File: src/rtl/sqr_pkg.sv
package sqr_pkg;
  // Per-thread retirement-side state
  typedef enum logic [1:0] {
    MODE_RUN   = 2'd0,
    MODE_TRAP  = 2'd1,
    MODE_FLUSH = 2'd2
  } sqr_mode_e;
endpackage

File: src/rtl/sqr_trap_timer.sv
module sqr_trap_timer #(
  parameter int TRAP_LAT = 4
) (
  input  logic clk,
  input  logic rst_n,
  input  logic start,
  input  logic cancel,
  output logic fire
);
  localparam int TW = $clog2(TRAP_LAT + 1);

  logic [TW-1:0] cnt_q, cnt_d;

  always_comb begin
    cnt_d = cnt_q;
    if (cancel)                cnt_d = '0;
    else if (start)            cnt_d = TW'(TRAP_LAT);
    else if (cnt_q != '0)      cnt_d = cnt_q - TW'(1);
  end

  always_ff @(posedge clk or negedge rst_n) begin
    if (!rst_n) cnt_q <= '0;
    else        cnt_q <= cnt_d;
  end

  assign fire = (cnt_q == TW'(1));
endmodule

File: src/rtl/sqr_thread_ctl.sv
module sqr_thread_ctl
  import sqr_pkg::*;
#(
  parameter int SEQ_W    = 16,
  parameter int PC_W     = 32,
  parameter int CNT_W    = 8,
  parameter int TRAP_LAT = 4
) (
  input  logic             clk,
  input  logic             rst_n,
  input  logic             fault_take,
  input  logic             ctx_req,
  input  logic             exe_req,
  input  logic [SEQ_W-1:0] exe_seq,
  input  logic             exe_incl,
  input  logic             exe_mispred,
  input  logic             exe_taken,
  input  logic             exe_keep_slot,
  input  logic [PC_W-1:0]  exe_npc,
  input  logic [PC_W-1:0]  exe_mispc,
  input  logic             ins_valid,
  input  logic [SEQ_W-1:0] ins_seq,
  input  logic             rob_empty,
  input  logic [SEQ_W-1:0] rob_head_seq,
  input  logic             rob_done,
  input  logic [PC_W-1:0]  commit_pc,
  output logic             sq_valid,
  output logic [SEQ_W-1:0] sq_done_seq,
  output logic [SEQ_W-1:0] sq_rob_seq,
  output logic [PC_W-1:0]  sq_pc,
  output logic [PC_W-1:0]  sq_mispc,
  output logic             sq_mispred,
  output logic             sq_taken,
  output logic             sq_conflict,
  output logic             rob_squashing,
  output logic             trap_pending,
  output logic [SEQ_W-1:0] youngest_seq,
  output logic [CNT_W-1:0] mispred_count
);
  sqr_mode_e        mode_q, mode_d;
  logic [SEQ_W-1:0] young_q, young_d;
  logic [CNT_W-1:0] cnt_q, cnt_d;

  logic             fire, flush, exe_ok, fault_ok, issue;
  logic [SEQ_W-1:0] base_seq, whole_seq;

  logic             msg_v_q, conf_q, mp_q, tk_q;
  logic [SEQ_W-1:0] done_q, robb_q, done_d, robb_d;
  logic [PC_W-1:0]  pc_q, mispc_q, pc_d, mispc_d;
  logic             mp_d, tk_d;

  sqr_trap_timer #(.TRAP_LAT(TRAP_LAT)) u_timer (
    .clk   (clk),
    .rst_n (rst_n),
    .start (fault_ok),
    .cancel(ctx_req),
    .fire  (fire)
  );

  // Request selection: trap/context flush first, then execute, then fault
  always_comb begin
    flush     = fire | ctx_req;
    exe_ok    = exe_req && (mode_q != MODE_TRAP) && (exe_seq <= young_q) && !flush;
    issue     = flush | exe_ok;
    fault_ok  = fault_take && (mode_q == MODE_RUN) && !issue;
    base_seq  = exe_incl ? (exe_seq - SEQ_W'(1)) : exe_seq;
    whole_seq = rob_empty ? '0 : (rob_head_seq - SEQ_W'(1));
  end

  // Next-state logic
  always_comb begin
    mode_d = mode_q;
    if (mode_q == MODE_FLUSH && rob_done) mode_d = MODE_RUN;
    if (fault_ok)                         mode_d = MODE_TRAP;
    if (issue)                            mode_d = MODE_FLUSH;

    young_d = young_q;
    if (flush)                                    young_d = '0;
    else if (exe_ok)                              young_d = base_seq;
    else if (ins_valid && mode_q != MODE_FLUSH)   young_d = ins_seq;

    cnt_d = cnt_q + CNT_W'(exe_ok && exe_mispred);

    if (flush) begin
      done_d  = whole_seq;
      robb_d  = whole_seq;
      pc_d    = commit_pc;
      mispc_d = '0;
      mp_d    = 1'b0;
      tk_d    = 1'b0;
    end else begin
      done_d  = base_seq;
      robb_d  = base_seq + SEQ_W'(exe_mispred && exe_keep_slot);
      pc_d    = exe_npc;
      mispc_d = exe_mispc;
      mp_d    = exe_mispred;
      tk_d    = exe_taken;
    end
  end

  // State registers
  always_ff @(posedge clk or negedge rst_n) begin
    if (!rst_n) begin
      mode_q  <= MODE_RUN;
      young_q <= '0;
      cnt_q   <= '0;
      msg_v_q <= 1'b0;
      conf_q  <= 1'b0;
    end else begin
      mode_q  <= mode_d;
      young_q <= young_d;
      cnt_q   <= cnt_d;
      msg_v_q <= issue;
      conf_q  <= fire & ctx_req;
    end
  end

  // Message payload, loaded only when a squash issues
  always_ff @(posedge clk or negedge rst_n) begin
    if (!rst_n) begin
      done_q  <= '0;
      robb_q  <= '0;
      pc_q    <= '0;
      mispc_q <= '0;
      mp_q    <= 1'b0;
      tk_q    <= 1'b0;
    end else if (issue) begin
      done_q  <= done_d;
      robb_q  <= robb_d;
      pc_q    <= pc_d;
      mispc_q <= mispc_d;
      mp_q    <= mp_d;
      tk_q    <= tk_d;
    end
  end

  assign sq_valid      = msg_v_q;
  assign sq_done_seq   = done_q;
  assign sq_rob_seq    = robb_q;
  assign sq_pc         = pc_q;
  assign sq_mispc      = mispc_q;
  assign sq_mispred    = mp_q;
  assign sq_taken      = tk_q;
  assign sq_conflict   = conf_q;
  assign rob_squashing = (mode_q == MODE_FLUSH);
  assign trap_pending  = (mode_q == MODE_TRAP);
  assign youngest_seq  = young_q;
  assign mispred_count = cnt_q;
endmodule

File: src/rtl/squash_redirect.sv
module squash_redirect #(
  parameter int NUM_THREADS = 2,
  parameter int SEQ_W       = 16,
  parameter int PC_W        = 32,
  parameter int CNT_W       = 8,
  parameter int TRAP_LAT    = 4
) (
  input  logic                         clk,
  input  logic                         rst_n,
  input  logic [NUM_THREADS-1:0]       fault_take,
  input  logic [NUM_THREADS-1:0]       ctx_req,
  input  logic [NUM_THREADS-1:0]       exe_req,
  input  logic [NUM_THREADS*SEQ_W-1:0] exe_seq,
  input  logic [NUM_THREADS-1:0]       exe_incl,
  input  logic [NUM_THREADS-1:0]       exe_mispred,
  input  logic [NUM_THREADS-1:0]       exe_taken,
  input  logic [NUM_THREADS-1:0]       exe_keep_slot,
  input  logic [NUM_THREADS*PC_W-1:0]  exe_npc,
  input  logic [NUM_THREADS*PC_W-1:0]  exe_mispc,
  input  logic [NUM_THREADS-1:0]       ins_valid,
  input  logic [NUM_THREADS*SEQ_W-1:0] ins_seq,
  input  logic [NUM_THREADS-1:0]       rob_empty,
  input  logic [NUM_THREADS*SEQ_W-1:0] rob_head_seq,
  input  logic [NUM_THREADS-1:0]       rob_done,
  input  logic [NUM_THREADS*PC_W-1:0]  commit_pc,
  output logic [NUM_THREADS-1:0]       sq_valid,
  output logic [NUM_THREADS*SEQ_W-1:0] sq_done_seq,
  output logic [NUM_THREADS*SEQ_W-1:0] sq_rob_seq,
  output logic [NUM_THREADS*PC_W-1:0]  sq_pc,
  output logic [NUM_THREADS*PC_W-1:0]  sq_mispc,
  output logic [NUM_THREADS-1:0]       sq_mispred,
  output logic [NUM_THREADS-1:0]       sq_taken,
  output logic [NUM_THREADS-1:0]       sq_conflict,
  output logic [NUM_THREADS-1:0]       rob_squashing,
  output logic [NUM_THREADS-1:0]       trap_pending,
  output logic [NUM_THREADS*SEQ_W-1:0] youngest_seq,
  output logic [NUM_THREADS*CNT_W-1:0] mispred_count
);
  for (genvar t = 0; t < NUM_THREADS; t++) begin : g_thr
    sqr_thread_ctl #(
      .SEQ_W(SEQ_W), .PC_W(PC_W), .CNT_W(CNT_W), .TRAP_LAT(TRAP_LAT)
    ) u_ctl (
      .clk          (clk),
      .rst_n        (rst_n),
      .fault_take   (fault_take[t]),
      .ctx_req      (ctx_req[t]),
      .exe_req      (exe_req[t]),
      .exe_seq      (exe_seq[t*SEQ_W +: SEQ_W]),
      .exe_incl     (exe_incl[t]),
      .exe_mispred  (exe_mispred[t]),
      .exe_taken    (exe_taken[t]),
      .exe_keep_slot(exe_keep_slot[t]),
      .exe_npc      (exe_npc[t*PC_W +: PC_W]),
      .exe_mispc    (exe_mispc[t*PC_W +: PC_W]),
      .ins_valid    (ins_valid[t]),
      .ins_seq      (ins_seq[t*SEQ_W +: SEQ_W]),
      .rob_empty    (rob_empty[t]),
      .rob_head_seq (rob_head_seq[t*SEQ_W +: SEQ_W]),
      .rob_done     (rob_done[t]),
      .commit_pc    (commit_pc[t*PC_W +: PC_W]),
      .sq_valid     (sq_valid[t]),
      .sq_done_seq  (sq_done_seq[t*SEQ_W +: SEQ_W]),
      .sq_rob_seq   (sq_rob_seq[t*SEQ_W +: SEQ_W]),
      .sq_pc        (sq_pc[t*PC_W +: PC_W]),
      .sq_mispc     (sq_mispc[t*PC_W +: PC_W]),
      .sq_mispred   (sq_mispred[t]),
      .sq_taken     (sq_taken[t]),
      .sq_conflict  (sq_conflict[t]),
      .rob_squashing(rob_squashing[t]),
      .trap_pending (trap_pending[t]),
      .youngest_seq (youngest_seq[t*SEQ_W +: SEQ_W]),
      .mispred_count(mispred_count[t*CNT_W +: CNT_W])
    );
  end
endmodule

File: config.mk
export PLATFORM = sky130hd
export DESIGN_NAME = squash_redirect
export DESIGN_NICKNAME = d
export VERILOG_FILES = /design/src/rtl/sqr_pkg.sv /design/src/rtl/sqr_trap_timer.sv /design/src/rtl/sqr_thread_ctl.sv /design/src/rtl/squash_redirect.sv
export SDC_FILE = /design/constraint.sdc
export NUM_CORES = 1
export LEC_CHECK = 0
export BUFFER_PORTS_ARGS = -buffer_cell sky130_fd_sc_hd__buf_2
export CAP_MARGIN = 20
export CORE_AREA = 5 5 214 216
export CTS_CLUSTER_DIAMETER = 200
export DETAILED_ROUTE_END_ITERATION = 10
export DIE_AREA = 0 0 219 221
export PLACE_DENSITY = 0.65
export SKIP_LAST_GASP = 1
export SLEW_MARGIN = 10
export SYNTH_ARGS = -nofsm -noshare
export SYNTH_HDL_FRONTEND = slang
export SYNTH_SLANG_ARGS = --single-unit
File: constraint.sdc
create_clock -name clk -period 3.9 [get_ports clk]
set_input_delay 0.39 -clock clk [delete_from_list [all_inputs] [get_ports clk]]
set_output_delay 0.39 -clock clk [all_outputs]
set_load 0.01 [all_outputs]
# Yosys cells after proc, flatten, opt, wreduce, memory -nomap -nowiden
# Cells that the tools add are included.
dict set report op_classes {
  order_cmp 2
  add_sub_neg 10
  reduce_logical 32
  bitwise_logic 6
  muxes 34
  n_eq_ne 10
}
# cell count
set ops {}
lappend ops {{16-bit two-way mux} 14}
lappend ops {{32-bit two-way mux} 4}
lappend ops {{16-bit by 1-bit subtractor with 16-bit output, second input constant} 4}
lappend ops {{16-bit by 1-bit adder with 16-bit output} 2}
lappend ops {{16-bit less-or-equal comparator} 2}
lappend ops {{3-bit nonzero test} 8}
lappend ops {{1-bit logical AND} 18}
lappend ops {{3-bit two-way mux} 6}
lappend ops {{8-bit by 1-bit adder with 8-bit output} 2}
lappend ops {{2-bit two-way mux} 6}
lappend ops {{3-bit by 1-bit equality test with 1-bit output, second input constant} 2}
lappend ops {{3-bit by 1-bit subtractor with 3-bit output, second input constant} 2}
lappend ops {{2-bit by 1-bit equality test with 1-bit output, second input constant} 2}
lappend ops {{2-bit equality test, second input constant} 2}
lappend ops {{1-bit logical NOT} 4}
lappend ops {{2-bit logical NOT} 2}
lappend ops {{1-bit two-way mux} 4}
lappend ops {{2-bit by 1-bit inequality test with 1-bit output, second input constant} 2}
lappend ops {{2-bit inequality test, second input constant} 2}
lappend ops {{1-bit OR} 4}
lappend ops {{1-bit AND} 2}
dict set report word_totals {
  elab_cells 118
  input_bits 310
  regBits 258
  output_inout_bits 252
}

# Longest topological paths before layout
dict set report logic_depth {
  depth_word 9
  mapped_depth 15
  depth_no_buf 13
}

# By module
# From an unflattened synthesis, not the netlist that was laid out.
dict set report hier_totals {
  hier_cells 1659
  area_unflattened_um2 14081.0
}
# mod area_per_inst_um2 n_inst seq_area_each_um2 cells_per_inst
set by_module_without_submodules {}
lappend by_module_without_submodules {{sqr_thread_ctl at g_thr[1].u_ctl} 6850.3 1 3153.0 829}
lappend by_module_without_submodules {{sqr_thread_ctl at g_thr[0].u_ctl} 6840.3 1 3153.0 794}
lappend by_module_without_submodules {sqr_trap_timer 195.2 2 75.1 18}

# Least setup slack after synthesis
# Ideal clock, no wire load.
dict set report synth_path {
  path_type {reg-to-reg}
  start {register g_thr[0].u_ctl.young_q[7]}
  end {register g_thr[0].u_ctl.cnt_q[6]}
  stages_incl_launch_ff 15
  path_slack_ps 549
  n_path_buf 2
  arrival_time_ps 3225
  required_ps 3775
  synth_period_minus_slack_ps 3351
  setup_ps 125
  path_cell_list {dfrtp_1 > inv_1 > ha_1 > a21oi_1 > o21ai_0 > a221o_1 > o31ai_1 > clkbuf_1 > buf_1 > and3_1 > ha_1 > ha_1 > and3_1 > nand3_1 > xnor2_1}
}
dict set report synth_via {
  elab_chain_len 5
}
# element line
set synth_rtl {}
lappend synth_rtl {{start: declaration} sqr_thread_ctl.sv:41} ;# logic [SEQ_W-1:0] young_q, young_d;
lappend synth_rtl {{start signal: assignment} sqr_thread_ctl.sv:111} ;# young_q <= young_d;
lappend synth_rtl {{16-bit less-or-equal comparator} sqr_thread_ctl.sv:63} ;# exe_ok = exe_req && (mode_q != MODE_TRAP) && (exe_seq <= young_q) && !flush;
lappend synth_rtl {{1-bit logical AND (2 in a row)} sqr_thread_ctl.sv:63}
lappend synth_rtl {{1-bit logical AND} sqr_thread_ctl.sv:82} ;# cnt_d = cnt_q + CNT_W'(exe_ok && exe_mispred);
lappend synth_rtl {{8-bit by 1-bit adder with 8-bit output} sqr_thread_ctl.sv:82}
lappend synth_rtl {{net g_thr[0].u_ctl.cnt_d[6]} sqr_thread_ctl.sv:42} ;# logic [CNT_W-1:0] cnt_q, cnt_d;
lappend synth_rtl {{end signal: assignment} sqr_thread_ctl.sv:112} ;# cnt_q <= cnt_d;
lappend synth_rtl {{end: declaration} sqr_thread_ctl.sv:42}
# The timed path passes the listed nets, and every way through them passes these cells.
# A chain may end at the register's enable or synchronous reset.

# Final worst setup path
dict set report layout_path {
  start {register g_thr[0].u_ctl.young_q[12]}
  end {register g_thr[0].u_ctl.robb_q[12]}
}
dict set report layout_via {
  elab_chain_len 4
}
# element line
set layout_rtl {}
lappend layout_rtl {{16-bit less-or-equal comparator} sqr_thread_ctl.sv:63}
lappend layout_rtl {{1-bit logical AND (2 in a row)} sqr_thread_ctl.sv:63}
lappend layout_rtl {{1-bit OR} sqr_thread_ctl.sv:64} ;# issue = flush | exe_ok;
lappend layout_rtl {{end signal: assignment} sqr_thread_ctl.sv:129} ;# robb_q <= robb_d;
lappend layout_rtl {{end: declaration} sqr_thread_ctl.sv:48} ;# logic [SEQ_W-1:0] done_q, robb_q, done_d, robb_d;
# Every way passes these cells.

==> metrics.txt <==
total number of clock tree sinks 258; area used by multi-input combinational logic 0.00685 mm^2; worst-path maximum fanout 18; most frequent cells in the layout 560 x buf_2, 377 x nand2_1, 258 x dfrtp_1; final-layout setup total negative slack 0 ps; global-route congestion overflow total 0; total nets after synthesis just under 2000; post-CTS setup repair buffer count 0; slew at the pin with the worst max-slew slack about 900 ps; power per standard cell area 571 mW/mm^2; number of max-cap violations 0; num rows 77; #FFs+latches synth ~260; final std cells w/o fill 2752; number of cells produced by synthesis approximately 1600; via count normalized by instance count approximately 5.1; worst hold slack across all endpoints 44.4 ps; Overall Global Routing Usage 0.213; final worst path period need between 3000 and 4000 ps; final worst clock skew around 28 ps; DRC errors left 0; vias in the first global route 14100; critical path class register to register; capture point of the worst path g_thr[0].u_ctl.sq_rob_seq[12]$_DFFE_PN0P_; r2r endpoint g_thr[0].u_ctl.sq_rob_seq[12]$_DFFE_PN0P_; Critical Path RT roughly 4400 ps; number of endpoints failing setup at the final stage 0; area grow syn2layout 32.4%; status finished clean; number of violations reported at the end of detailed-routing iteration 0 899; Worst Setup End Kind register; Core Footprint roughly 0.044 mm^2; fraction of layout instances using a drive strength above 1 0.307; Netlist cell types 75; post_cts resized 0; most frequent standard cell in the layout excluding fill and tap cells buf_2; final estimated routing congestion in global placement just over 0.9; TritonCTS clock tree done; share of the clock period used by the worst path after layout 0.861; Worst Reg2Reg Path Length in Cells 10; worst vdd ir 0.000347 V; number of levels in the clock H-tree 1; global-route wire length before repair 82.0 mm; detailed-route via count 14000; fraction of the yosys area taken by sequential cells 0.464; Die Span Y roughly 220 um; Clk pin slew, worst setup/hold paths 60 ps; top-level port count 562; Crit. Startpoint g_thr[0].u_ctl.youngest_seq[12]$_DFFE_PN0P_; total number of nets in the final design 2492; data arrival at the endpoint of the critical path 3810 ps; antenna violations before repair 9; DRT antenna net count 0; first-pass iteration count of the detailed router 5; Pleak 8.90 nW; starting density of the core 0.318; floorplan die area 0.0484 mm^2; Avg Synthesized Cell Area 8.59 um^2; filler cell count 4479; Cells after DPL 2691; CTS max path bufs 3; Port Buf Inserts roughly 560; Pwr Total 0.0105 W; root buffer cell clkbuf_16; Final Hold Vio Count 0; Hold WC Path Type input pin to register; Synth async-reset ratio 1.00; DP HPWL approximately 43 mm; EDFF count, synth 0; ys flop type dfrtp_1; Die X 219 um; Inserted Clock Buffers 30; fmax 0.298 GHz; Netlist Area Pre-Place 0.0139 mm^2; detailed-route wire length per cell 19.9 um; setup slack of the worst register-to-register path roughly 540 ps; Syn. warnings 0; max-slew violation count 0; final wirelength 54.7 mm; storage element area 0.00646 mm^2; startpoint class of the critical path register; Clk Latency, worst-skew pair 580 ps; pin count of the biggest net entering global routing 108; worst max-slew margin expressed relative to the limit 0.397; Reg-to-Reg Start g_thr[0].u_ctl.youngest_seq[12]$_DFFE_PN0P_; unrepaired setup endpoints after global routing false
what timing repair did:
action	4_1_cts	5_1_grt
setup endpoints to repair	0	0
hold buffers	1	0
hold endpoints to repair	103	0
worst max-delay path, stage by stage (launching register included):
cell	delay [ps]
dfrtp_1	370
inv_1	70
ha_1	310
nand3_1	120
nor4_1	370
a21boi_0	430
o31ai_4	160
nor2_1	320
clkinv_1	590
o21ai_0	410
a21oi_1	80
registers in the layout, indices dropped and copies added (netlist names):
name and count:
g_thr.u_ctl.mispred_count 16, g_thr.u_ctl.mode_q 4, g_thr.u_ctl.sq_conflict 2, g_thr.u_ctl.sq_done_seq 32, g_thr.u_ctl.sq_mispc 64, g_thr.u_ctl.sq_mispred 2, g_thr.u_ctl.sq_pc 64, g_thr.u_ctl.sq_rob_seq 32
g_thr.u_ctl.sq_taken 2, g_thr.u_ctl.sq_valid 2, g_thr.u_ctl.u_timer.cnt_q 6, g_thr.u_ctl.youngest_seq 32
layout make-up:
class | instances | area share
diodes | 5 | 0.000680
clock buffers | 39 | 0.0470
clock inverters | 16 | 0.0127
inverters | 52 | 0.0106
multi-input cells | 1207 | 0.372
flip-flops and latches | 258 | 0.351
well taps | 592 | 0.0402
repair buffers | 583 | 0.166
how the worst min path moves through the flow:
stage / start / to / slack (ps) / cells after the start
4_1_cts: exe_mispc[14] / g_thr[0].u_ctl.sq_mispc[14]$_DFFE_PN0P_ / 8 / 3
6_report: exe_mispc[14] / g_thr[0].u_ctl.sq_mispc[14]$_DFFE_PN0P_ / 40 / 3
5_1_grt: exe_mispc[16] / g_thr[0].u_ctl.sq_mispc[16]$_DFFE_PN0P_ / 30 / 3
2_1_floorplan: rst_n / g_thr[0].u_ctl.mispred_count[0]$_DFF_PN0_ / 90 / 0
3_5_place_dp: g_thr[1].u_ctl.mispred_count[7]$_DFF_PN0_ / g_thr[1].u_ctl.mispred_count[7]$_DFF_PN0_ / 470 / 1
3_3_place_gp: g_thr[1].u_ctl.mispred_count[7]$_DFF_PN0_ / g_thr[1].u_ctl.mispred_count[7]$_DFF_PN0_ / 460 / 1
synthesized netlist by cell type, drive strengths merged, types with 4 or more instances:
| cell type | number | area share |
|---|---|---|
| inv | 51 | 0.014 |
| o211ai | 4 | 0.0022 |
| or3 | 17 | 0.0084 |
| a21oi | 127 | 0.046 |
| xnor2 | 52 | 0.033 |
| a21boi | 8 | 0.0043 |
| mux2i | 7 | 0.0050 |
| dfrtp | 258 | 0.46 |
| o22a | 13 | 0.0082 |
| a31oi | 96 | 0.043 |
| buf | 28 | 0.012 |
| and2 | 9 | 0.0040 |
| and3 | 6 | 0.0027 |
| a211oi | 4 | 0.0031 |
| nand3b | 7 | 0.0040 |
| ha | 50 | 0.045 |
| nand4 | 9 | 0.0040 |
| a21o | 10 | 0.0054 |
| xor2 | 38 | 0.024 |
| o2bb2ai | 5 | 0.0031 |
| or4 | 10 | 0.0057 |
| nor3 | 23 | 0.0086 |
| or2 | 5 | 0.0022 |
| clkbuf | 73 | 0.020 |
| nand2 | 378 | 0.10 |
| nand3 | 29 | 0.011 |
| o31ai | 5 | 0.0027 |
| nor2b | 10 | 0.0045 |
| o21ai | 47 | 0.017 |
| o22ai | 14 | 0.0063 |
| nor2 | 164 | 0.044 |
| nand2b | 9 | 0.0040 |
| nor4 | 6 | 0.0027 |
kinds of logic (layout without fill, tap and decap cells):
| logic type | after synthesis | after routing | synth area share |
|---|---|---|---|
| other | 0 | 5 | 0 |
| xor gates and xnor gates | 90 | 90 | 0.0567 |
| AOI/OAI and AO/OA | 357 | 357 | 0.158 |
| buffers and inverters | 153 | 690 | 0.0462 |
| adders and majority gates | 50 | 50 | 0.0450 |
| muxes | 8 | 8 | 0.00585 |
| and+or+nand+nor | 702 | 702 | 0.224 |
| DFF | 258 | 258 | 0.464 |
power by group:
part | switching (W) | internal (W)
combinational | 0.00230 | 0.00132
clock | 0.00121 | 0.00190
sequential | 0.000430 | 0.00334
per-layer routing:
| layer | GRT usage | part of all wire |
|---|---|---|
| met5 | 0 | 0.0012 |
| met4 | 0.0790 | 0.039 |
| met3 | 0.0689 | 0.099 |
| met2 | 0.366 | 0.48 |
| met1 | 0.248 | 0.38 |
stage by stage:
| step | area, um^2 | utilization | setup slack (ps) |
|---|---|---|---|
| after floorplan | 13900 | - | 549 |
| after CTS | 18400 | 0.421 | 562 |
| after global routing | 18400 | 0.421 | 250 |
| final | 18400 | 0.421 | 544 |
| after global placement | 17300 | 0.395 | 578 |
| after detailed placement | 17300 | 0.395 | 440 |
Power figures use the tool's default switching activity.
